**src/rtl/bus_own_pkg.sv**
```systemverilog
package bus_own_pkg;
  typedef enum logic [2:0] {
    ST_IDLE  = 3'd0,
    ST_REQ   = 3'd1,
    ST_ELECT = 3'd2,
    ST_OWN   = 3'd3,
    ST_REL   = 3'd4
  } own_state_e;

  localparam int CFG_W         = 2;
  localparam int REQ_KEEP_BIT  = 0;
  localparam int LOCK_KEEP_BIT = 1;
  localparam int STAT_W        = 3;
  localparam int STAT_OWN_BIT  = 2;
endpackage

```
**src/rtl/bus_own_cfg.sv**
```systemverilog
module bus_own_cfg
  import bus_own_pkg::*;
(
  input  logic             clk_i,
  input  logic             rst_ni,
  input  logic             we_i,
  input  logic [CFG_W-1:0] wdata_i,
  output logic             req_keep_o,
  output logic             lock_keep_o
);
  logic [CFG_W-1:0] cfg_q;

  always_ff @(posedge clk_i or negedge rst_ni) begin
    if (!rst_ni)   cfg_q <= '0;
    else if (we_i) cfg_q <= wdata_i;
  end

  assign req_keep_o  = cfg_q[REQ_KEEP_BIT];
  assign lock_keep_o = cfg_q[LOCK_KEEP_BIT];
endmodule

```
**src/rtl/bus_own_settle.sv**
```systemverilog
module bus_own_settle #(
  parameter int SETTLE_CYC = 1
) (
  input  logic clk_i,
  input  logic rst_ni,
  input  logic arm_i,
  input  logic busy_i,
  output logic done_o
);
  localparam int CNT_W = $clog2(SETTLE_CYC + 1);
  localparam logic [CNT_W-1:0] LIMIT = CNT_W'(SETTLE_CYC - 1);

  logic [CNT_W-1:0] cnt_q;

  always_ff @(posedge clk_i or negedge rst_ni) begin
    if (!rst_ni)                  cnt_q <= '0;
    else if (!arm_i || busy_i)    cnt_q <= '0;
    else if (cnt_q < LIMIT)       cnt_q <= cnt_q + 1'b1;
  end

  assign done_o = arm_i && !busy_i && (cnt_q >= LIMIT);


  busy_restart_chk: assert property (@(posedge clk_i) disable iff (!rst_ni)
    busy_i |=> (cnt_q == '0));
endmodule

```
**src/rtl/bus_own_fsm.sv**
```systemverilog
module bus_own_fsm
  import bus_own_pkg::*;
(
  input  logic clk_i,
  input  logic rst_ni,
  input  logic need_i,
  input  logic grant_i,
  input  logic settled_i,
  input  logic xfer_busy_i,
  input  logic rmw_i,
  input  logic lock_keep_i,
  output logic arm_o,
  output logic owner_o,
  output logic lock_o
);
  own_state_e state_q, state_d;
  logic       lock_hold_q;
  logic       release_ok;

  assign release_ok = !grant_i && !xfer_busy_i && !rmw_i && !lock_keep_i;

  always_comb begin
    state_d = state_q;
    unique case (state_q)
      ST_IDLE:  if (need_i) state_d = ST_REQ;
      ST_REQ: begin
        if (!need_i)      state_d = ST_IDLE;
        else if (grant_i) state_d = ST_ELECT;
      end
      ST_ELECT: begin
        if (!grant_i)       state_d = need_i ? ST_REQ : ST_IDLE;
        else if (settled_i) state_d = ST_OWN;
      end
      ST_OWN:   if (release_ok) state_d = ST_REL;
      ST_REL:   state_d = need_i ? ST_REQ : ST_IDLE;
      default:  state_d = ST_IDLE;
    endcase
  end

  always_ff @(posedge clk_i or negedge rst_ni) begin
    if (!rst_ni) begin
      state_q     <= ST_IDLE;
      lock_hold_q <= 1'b0;
    end else begin
      state_q <= state_d;
      // lock sticks until the bus is handed back
      if (state_q == ST_OWN && state_d == ST_OWN)
        lock_hold_q <= lock_hold_q | rmw_i | lock_keep_i;
      else
        lock_hold_q <= 1'b0;
    end
  end

  assign arm_o   = (state_q == ST_ELECT);
  assign owner_o = (state_q == ST_OWN);
  assign lock_o  = owner_o && (rmw_i || lock_keep_i || lock_hold_q);


  elect_abort_chk: assert property (@(posedge clk_i) disable iff (!rst_ni)
    (arm_o && !grant_i) |=> !owner_o);


  own_from_elect_chk: assert property (@(posedge clk_i) disable iff (!rst_ni)
    $rose(owner_o) |-> $past(arm_o));
endmodule

```
**src/rtl/bus_own_ctrl.sv**
```systemverilog
module bus_own_ctrl
  import bus_own_pkg::*;
#(
  parameter int SETTLE_CYC = 1
) (
  input  logic              clk_i,
  input  logic              rst_ni,
  input  logic              xfer_pend_i,
  input  logic              xfer_busy_i,
  input  logic              rmw_i,
  output logic              bus_req_o,
  input  logic              bus_grant_i,
  input  logic              busy_i,
  output logic              busy_o,
  output logic              lock_o,
  output logic              ack_o,
  input  logic              cfg_we_i,
  input  logic [CFG_W-1:0]  cfg_wdata_i,
  output logic [STAT_W-1:0] stat_o
);
  logic req_keep, lock_keep;
  logic arm, settled, owner;

  bus_own_cfg u_cfg (
    .clk_i       (clk_i),
    .rst_ni      (rst_ni),
    .we_i        (cfg_we_i),
    .wdata_i     (cfg_wdata_i),
    .req_keep_o  (req_keep),
    .lock_keep_o (lock_keep)
  );

  assign bus_req_o = xfer_pend_i | req_keep;

  bus_own_settle #(.SETTLE_CYC(SETTLE_CYC)) u_settle (
    .clk_i  (clk_i),
    .rst_ni (rst_ni),
    .arm_i  (arm),
    .busy_i (busy_i),
    .done_o (settled)
  );

  bus_own_fsm u_fsm (
    .clk_i       (clk_i),
    .rst_ni      (rst_ni),
    .need_i      (bus_req_o),
    .grant_i     (bus_grant_i),
    .settled_i   (settled),
    .xfer_busy_i (xfer_busy_i),
    .rmw_i       (rmw_i),
    .lock_keep_i (lock_keep),
    .arm_o       (arm),
    .owner_o     (owner),
    .lock_o      (lock_o)
  );

  assign busy_o = owner;
  assign ack_o  = owner;

  always_comb begin
    stat_o                = '0;
    stat_o[REQ_KEEP_BIT]  = req_keep;
    stat_o[LOCK_KEEP_BIT] = lock_keep;
    stat_o[STAT_OWN_BIT]  = owner;
  end


  claim_free_bus_chk: assert property (@(posedge clk_i) disable iff (!rst_ni)
    $rose(ack_o) |-> ($past(bus_grant_i) && !$past(busy_i)));


  hold_while_granted_chk: assert property (@(posedge clk_i) disable iff (!rst_ni)
    (ack_o && bus_grant_i) |=> ack_o);


  rmw_keeps_bus_chk: assert property (@(posedge clk_i) disable iff (!rst_ni)
    (ack_o && rmw_i) |=> ack_o);


  lock_falls_with_ack_chk: assert property (@(posedge clk_i) disable iff (!rst_ni)
    $fell(lock_o) |-> !ack_o);


  lock_keep_hold_chk: assert property (@(posedge clk_i) disable iff (!rst_ni)
    (ack_o && lock_keep) |=> ack_o);


  lock_only_owner_chk: assert property (@(posedge clk_i) disable iff (!rst_ni)
    lock_o |-> ack_o);
endmodule

```
**config.mk**
```make
export PLATFORM = sky130hd
export DESIGN_NAME = bus_own_ctrl
export DESIGN_NICKNAME = d
export VERILOG_FILES = /design/src/rtl/bus_own_pkg.sv /design/src/rtl/bus_own_cfg.sv /design/src/rtl/bus_own_settle.sv /design/src/rtl/bus_own_fsm.sv /design/src/rtl/bus_own_ctrl.sv
export SDC_FILE = /design/constraint.sdc
export NUM_CORES = 1
export LEC_CHECK = 0
export BUFFER_PORTS_ARGS = -buffer_cell sky130_fd_sc_hd__buf_2
export CORE_AREA = 2 2 39 41
export CTS_CLUSTER_SIZE = 12
export DETAILED_ROUTE_END_ITERATION = 10
export DIE_AREA = 0 0 41 43
export HOLD_SLACK_MARGIN = 0.06
export PLACE_DENSITY_LB_ADDON = 0.25
export SETUP_SLACK_MARGIN = 0.1
export SYNTH_ARGS = -nofsm -noshare
export SYNTH_HDL_FRONTEND = slang
export SYNTH_SLANG_ARGS = --single-unit
```
**constraint.sdc**
```tcl
create_clock -name clk_i -period 1.81 [get_ports clk_i]
set_input_delay 0.362 -clock clk_i [delete_from_list [all_inputs] [get_ports clk_i]]
set_output_delay 0.362 -clock clk_i [all_outputs]
set_load 0.05 [all_outputs]
```
### Yosys cells after proc, flatten, opt, wreduce, memory -nomap -nowiden

Cells that the tools add are included.

* reductions and logical operators: 18
* eq/ne operators: 5
* $lt $le $gt $ge: 2
* muxes and demuxes: 11
* $add $sub $neg: 1
* bitwise gates (word level): 3

Operators by type and width (count)
* $mux W3: 6
* $pmux W3 S5: 1
* $eq A3 B2 Y1 const B: 3
* $logic_and A1 B1 Y1: 7
* $logic_not A1 Y1: 6
* $mux W1: 4
* $eq A3 B1 Y1 const B: 1
* $eq A3 B3 Y1 const B: 1
* $logic_not A3 Y1: 1
* $logic_or A1 B1 Y1: 3
* $or A1 B1 Y1: 3
* $reduce_bool A2 Y1: 1
* $add A1 B1 Y1 const B: 1
* $ge A1 B1 Y1 const B: 1
* $lt A1 B1 Y1 const B: 1

* output and inout port bits: 7
* input port bits: 10
* register bits: 7
* logic and storage cells: 44

### Logic depth before layout (Yosys ltp)

* word-level depth: 9
* gate-level depth with buffers: 3

### By module

Synthesis repeated with hierarchy kept, for this count alone.

* cell total of the unflattened synthesis: 35
* area, all modules: 342.8 um2

Modules (own cells, without submodules)
* bus_own_fsm: sequential area each 100.1 um2, area an instance 220.2 um2, cells each 25, times used 1
* bus_own_cfg: sequential area each 50.0 um2, area an instance 72.6 um2, cells each 4, times used 1
* bus_own_ctrl: sequential area each 0.0 um2, area an instance 36.3 um2, cells each 5, times used 1
* bus_own_settle: sequential area each 0.0 um2, area an instance 13.8 um2, cells each 1, times used 1

### Least setup slack after synthesis

OpenSTA, ideal clock, no wires.

* path type: register -> output
* from: register u_fsm.state_q[2]
* to: output port lock_o
* slack: 0.166 ns
* required time: 1.448 ns
* arrival time: 1.282 ns
* path buffers: 0
* cell stages (with the launch flop): 3
* cells stage by stage: dfrtp_1 -> nand3b_1 -> nor2_1

* word-level cells in the longest chain between the ends: 2

Ends and longest elaborated chain
* start: declaration: RTL line bus_own_fsm.sv:16 `own_state_e state_q, state_d;`
* start signal: assignment: RTL line bus_own_fsm.sv:45 `state_q <= state_d;`
* $eq A3 B2 Y1: RTL line bus_own_fsm.sv:55 `assign owner_o = (state_q == ST_OWN);`
* $logic_and A1 B1 Y1: RTL line bus_own_fsm.sv:56 `assign lock_o = owner_o && (rmw_i || lock_keep_i || lock_hold_q);`
* end: declaration: RTL line bus_own_ctrl.sv:15 `output logic lock_o,`

No other way between the ends.

### Worst setup path in the final report

* from: register u_fsm.state_q[2]
* to: output port busy_o

* word-level cells in the longest chain between the ends: 1

Ends and longest elaborated chain
* $eq A3 B2 Y1: RTL line bus_own_fsm.sv:55
* end: declaration: RTL line bus_own_ctrl.sv:14 `output logic busy_o,`

No other way between the ends.

==> flow_metrics.env <==
export IMPL_switching_power_uw=314
export IMPL_yosys_register_bits=6
export IMPL_relSlewSlack_pct=76.3
export IMPL_met1_usage_pct=11.9
export IMPL_p_sw_share_pct=48.0
export IMPL_p_comb_share_pct=51.2
export IMPL_postRouteWirelength_um=648
export IMPL_reg2reg_setup_slack_ns=0.54
export IMPL_num_fill_cells=156
export IMPL_fin_crit_ns=1.63
export IMPL_drv_slew=0
export IMPL_area_growth_pct=33.9
export IMPL_grt_max_degree=7
export IMPL_postSynthCellCount=30
export IMPL_yosys_area_top_type="dfrtp_1"
export IMPL_fin_crit_sh_pct=89.9
export IMPL_p_leak_nw=0.203
export IMPL_hold_viol_final=0
export IMPL_arrival_ns=1.27
export IMPL_crit_fanout=5
export IMPL_clockBufferDepth=2
export IMPL_crit_path_start_kind="flip-flop"
export IMPL_place_gp_congestion=0.712
export IMPL_ff_latch_area_um2=150
export IMPL_routedWlPerCell_um=10.5
export IMPL_die_area_um2=1760
export IMPL_die_y_um=43
export IMPL_seq_power_share_pct=30.8
export IMPL_synth_xor_area_share_pct=0
export IMPL_hold_class="in2reg"
export IMPL_drv_cap=0
export IMPL_dieWidth_um=41
export IMPL_postCtsSetupBuffers=0
export IMPL_power_total_uw=654
export IMPL_synth_compound_area_share_pct=8.87
export IMPL_final_common_cell="buf_2"
export IMPL_syn_nets=40
export IMPL_cts_max_level=1
export IMPL_overflow=0
export IMPL_yosysWarnings=0
export IMPL_grt_antenna_before_repair=0
export IMPL_start_util_pct=22.4
export IMPL_multiInputGateArea_um2=126
export IMPL_synth_area_um2=310
export IMPL_vdd_drop_max_v=0.000332
export IMPL_status="completed"
export IMPL_synth_seq_area_share_pct=48.4
export IMPL_finalSetupViolations=0
export IMPL_worstSetupEndpointType="output pin"
export IMPL_yosys_area_share_adder_pct=0
export IMPL_clock_fmax_mhz=614
export IMPL_drt_vias_per_instance=4.52
export IMPL_worst_pin_slew_ns=0.352
export IMPL_clkPwrFrac_pct=18.0
export IMPL_synthMuxAreaShare_pct=7.26
export IMPL_worstRegToRegCells=3
export IMPL_grt_pass1_wl_mm=1.12
export IMPL_synth_simple_area_share_pct=24.6
export IMPL_first_pass_iters=2
export IMPL_port_buffers=16
export IMPL_final_nets=58
export IMPL_crit_start="u_fsm.state_q[2]$_DFF_PN0_"
export IMPL_rsz0062_at_grt="yes"
export IMPL_intPower_uw=340
export IMPL_ctsRootBufferMaster="clkbuf_4"
export IMPL_io_pins=17
export IMPL_r2r_end="u_fsm.state_q[1]$_DFF_PN0_"
export IMPL_row_count=14
export IMPL_syn_area_per_cell_um2=10.3
export IMPL_setup_tns_final_ns=0
export IMPL_synth_top_family_by_area="simple AND/OR/NAND/NOR gates"
export IMPL_cts_tree="done"
export IMPL_critPathRequiredTime_ns=1.45
export IMPL_synth_top_cells_by_area="dfrtp_1 (48%), buf_4 (9.7%), mux2_1 (7.3%)"
export IMPL_vias=280
export IMPL_final_core_util_pct=30.0
export IMPL_cts_sinks=6
export IMPL_worst_skew_pair_late_latency_ns=0.24
export IMPL_finClkSkew_ns=0.00185
export IMPL_grt_util_all_layers_pct=9.83
export IMPL_core_um2=1380
export IMPL_clkTransAtPathRegs_ns=0.04
export IMPL_crit_type="reg2out"
export IMPL_yosys_cell_types_count=16
export IMPL_numCtsBuffers=3
export IMPL_grt_util_met2_pct=13.4
export IMPL_endpoint="busy_o"
export IMPL_final_antenna_net_count=0
export IMPL_use_met3_pct=1.57
export IMPL_crit_reg2reg_launch="u_cfg.cfg_q[1]$_DFFE_PN0P_"
export IMPL_drc=0
export IMPL_drt_iter0_markers=2
export IMPL_diodes=0
export IMPL_top_usage_layer="met2"
export IMPL_power_density_nw_per_um2=1570
export IMPL_grt_pass1_vias=284
export IMPL_drive_gt1_share_pct=41.3
export IMPL_netlist_area_leader_share_pct=48.4
export IMPL_final_cell_mix="buf_2 (15), dfrtp_1 (6), clkbuf_4 (4)"
[sequential cells by signal, indices dropped and copies added (netlist names)]
signal / flops
u_fsm.state_q: 3
u_cfg.cfg_q: 2
u_fsm.lock_hold_q: 1
[synth_stat cells]
cell type and number:
nand3b_1 3, or4_1 1, dfrtp_1 6, nor3_1 2, a2bb2oi_1 1, buf_4 4, mux2_1 2, or2_1 1
o21ai_0 1, nand4b_1 1, nor2_1 3, o221ai_1 1, inv_1 1, nor4_1 1, nand2_1 1, a21oi_1 1
[worst min-delay path by stage]
stage / start / endpoint / slack (ns) / cells past startpoint
after global routing: cfg_wdata_i[1] / u_cfg.cfg_q[1]$_DFFE_PN0P_ / 0.34 / 2
final: cfg_wdata_i[0] / u_cfg.cfg_q[0]$_DFFE_PN0P_ / 0.34 / 2
after floorplan: rst_ni / u_cfg.cfg_q[0]$_DFFE_PN0P_ / 0.07 / 0
after global placement: rst_ni / u_fsm.state_q[0]$_DFF_PN0_ / 0.19 / 1
after detailed placement: rst_ni / u_cfg.cfg_q[0]$_DFFE_PN0P_ / 0.19 / 1
after CTS: cfg_wdata_i[0] / u_cfg.cfg_q[0]$_DFFE_PN0P_ / 0.33 / 2
[final cells by class]
class | count | share of cell area (%)
Timing Repair Buffer | 17 | 22.3
Inverter | 1 | 0.904
Multi-Input combinational cell | 19 | 30.4
Sequential cell | 6 | 36.1
Clock buffer | 3 | 5.42
Tap cell | 16 | 4.82
[layer usage]
layer / part of all wire [%] / routed length (um) / vias to the layer above
li1: - / - / 139
met1: 42 / 274 / 132
met2: 50 / 326 / 7
met3: 5.7 / 37 / 2
met4: 1.2 / 8 / 0
met5: 0 / 0 / -
[logic make-up after synthesis]
group	count (synthesis)
buffers and inverters	5
AO/OA/AOI/OAI	4
AND/OR/NAND/NOR	13
flip-flops	6
multiplexers	2
[per-stage QoR]
step | cell area (um2) | setup WS [ns] | instances | hold slack (ns)
3_5_place_dp | 380 | 0.418 | 58 | 0.195
2_1_floorplan | 310 | 0.166 | 30 | 0.0664
5_1_grt | 415 | 0.0857 | 62 | 0.342
6_report | 415 | 0.182 | 62 | 0.341
3_3_place_gp | 380 | 0.457 | 58 | 0.192
4_1_cts | 413 | 0.152 | 62 | 0.329
[critical path: stages, from the launching register on]
cell and delay (ns):
dfrtp_1 0.39, nand3b_1 0.25, inv_1 0.12, buf_2 0.27
[power by group through the flow]
stage	Combinational, mW	Sequential [mW]	Clock (mW)
detailed placement	0.333	0.202	0
finish	0.335	0.201	0.118
global placement	0.333	0.203	0
floorplan	0.295	0.194	0
CTS	0.335	0.200	0.128
global route	0.361	0.207	0.131
[what timing repair did]
| action | in CTS | in global routing |
|---|---|---|
| setup endpoints to repair | 0 | 4 |
| hold endpoints to repair | 6 | 0 |
| resized for setup | 0 | 1 |
| hold buffers | 1 | 0 |
No activity file was read; power rests on OpenSTA's default activity.
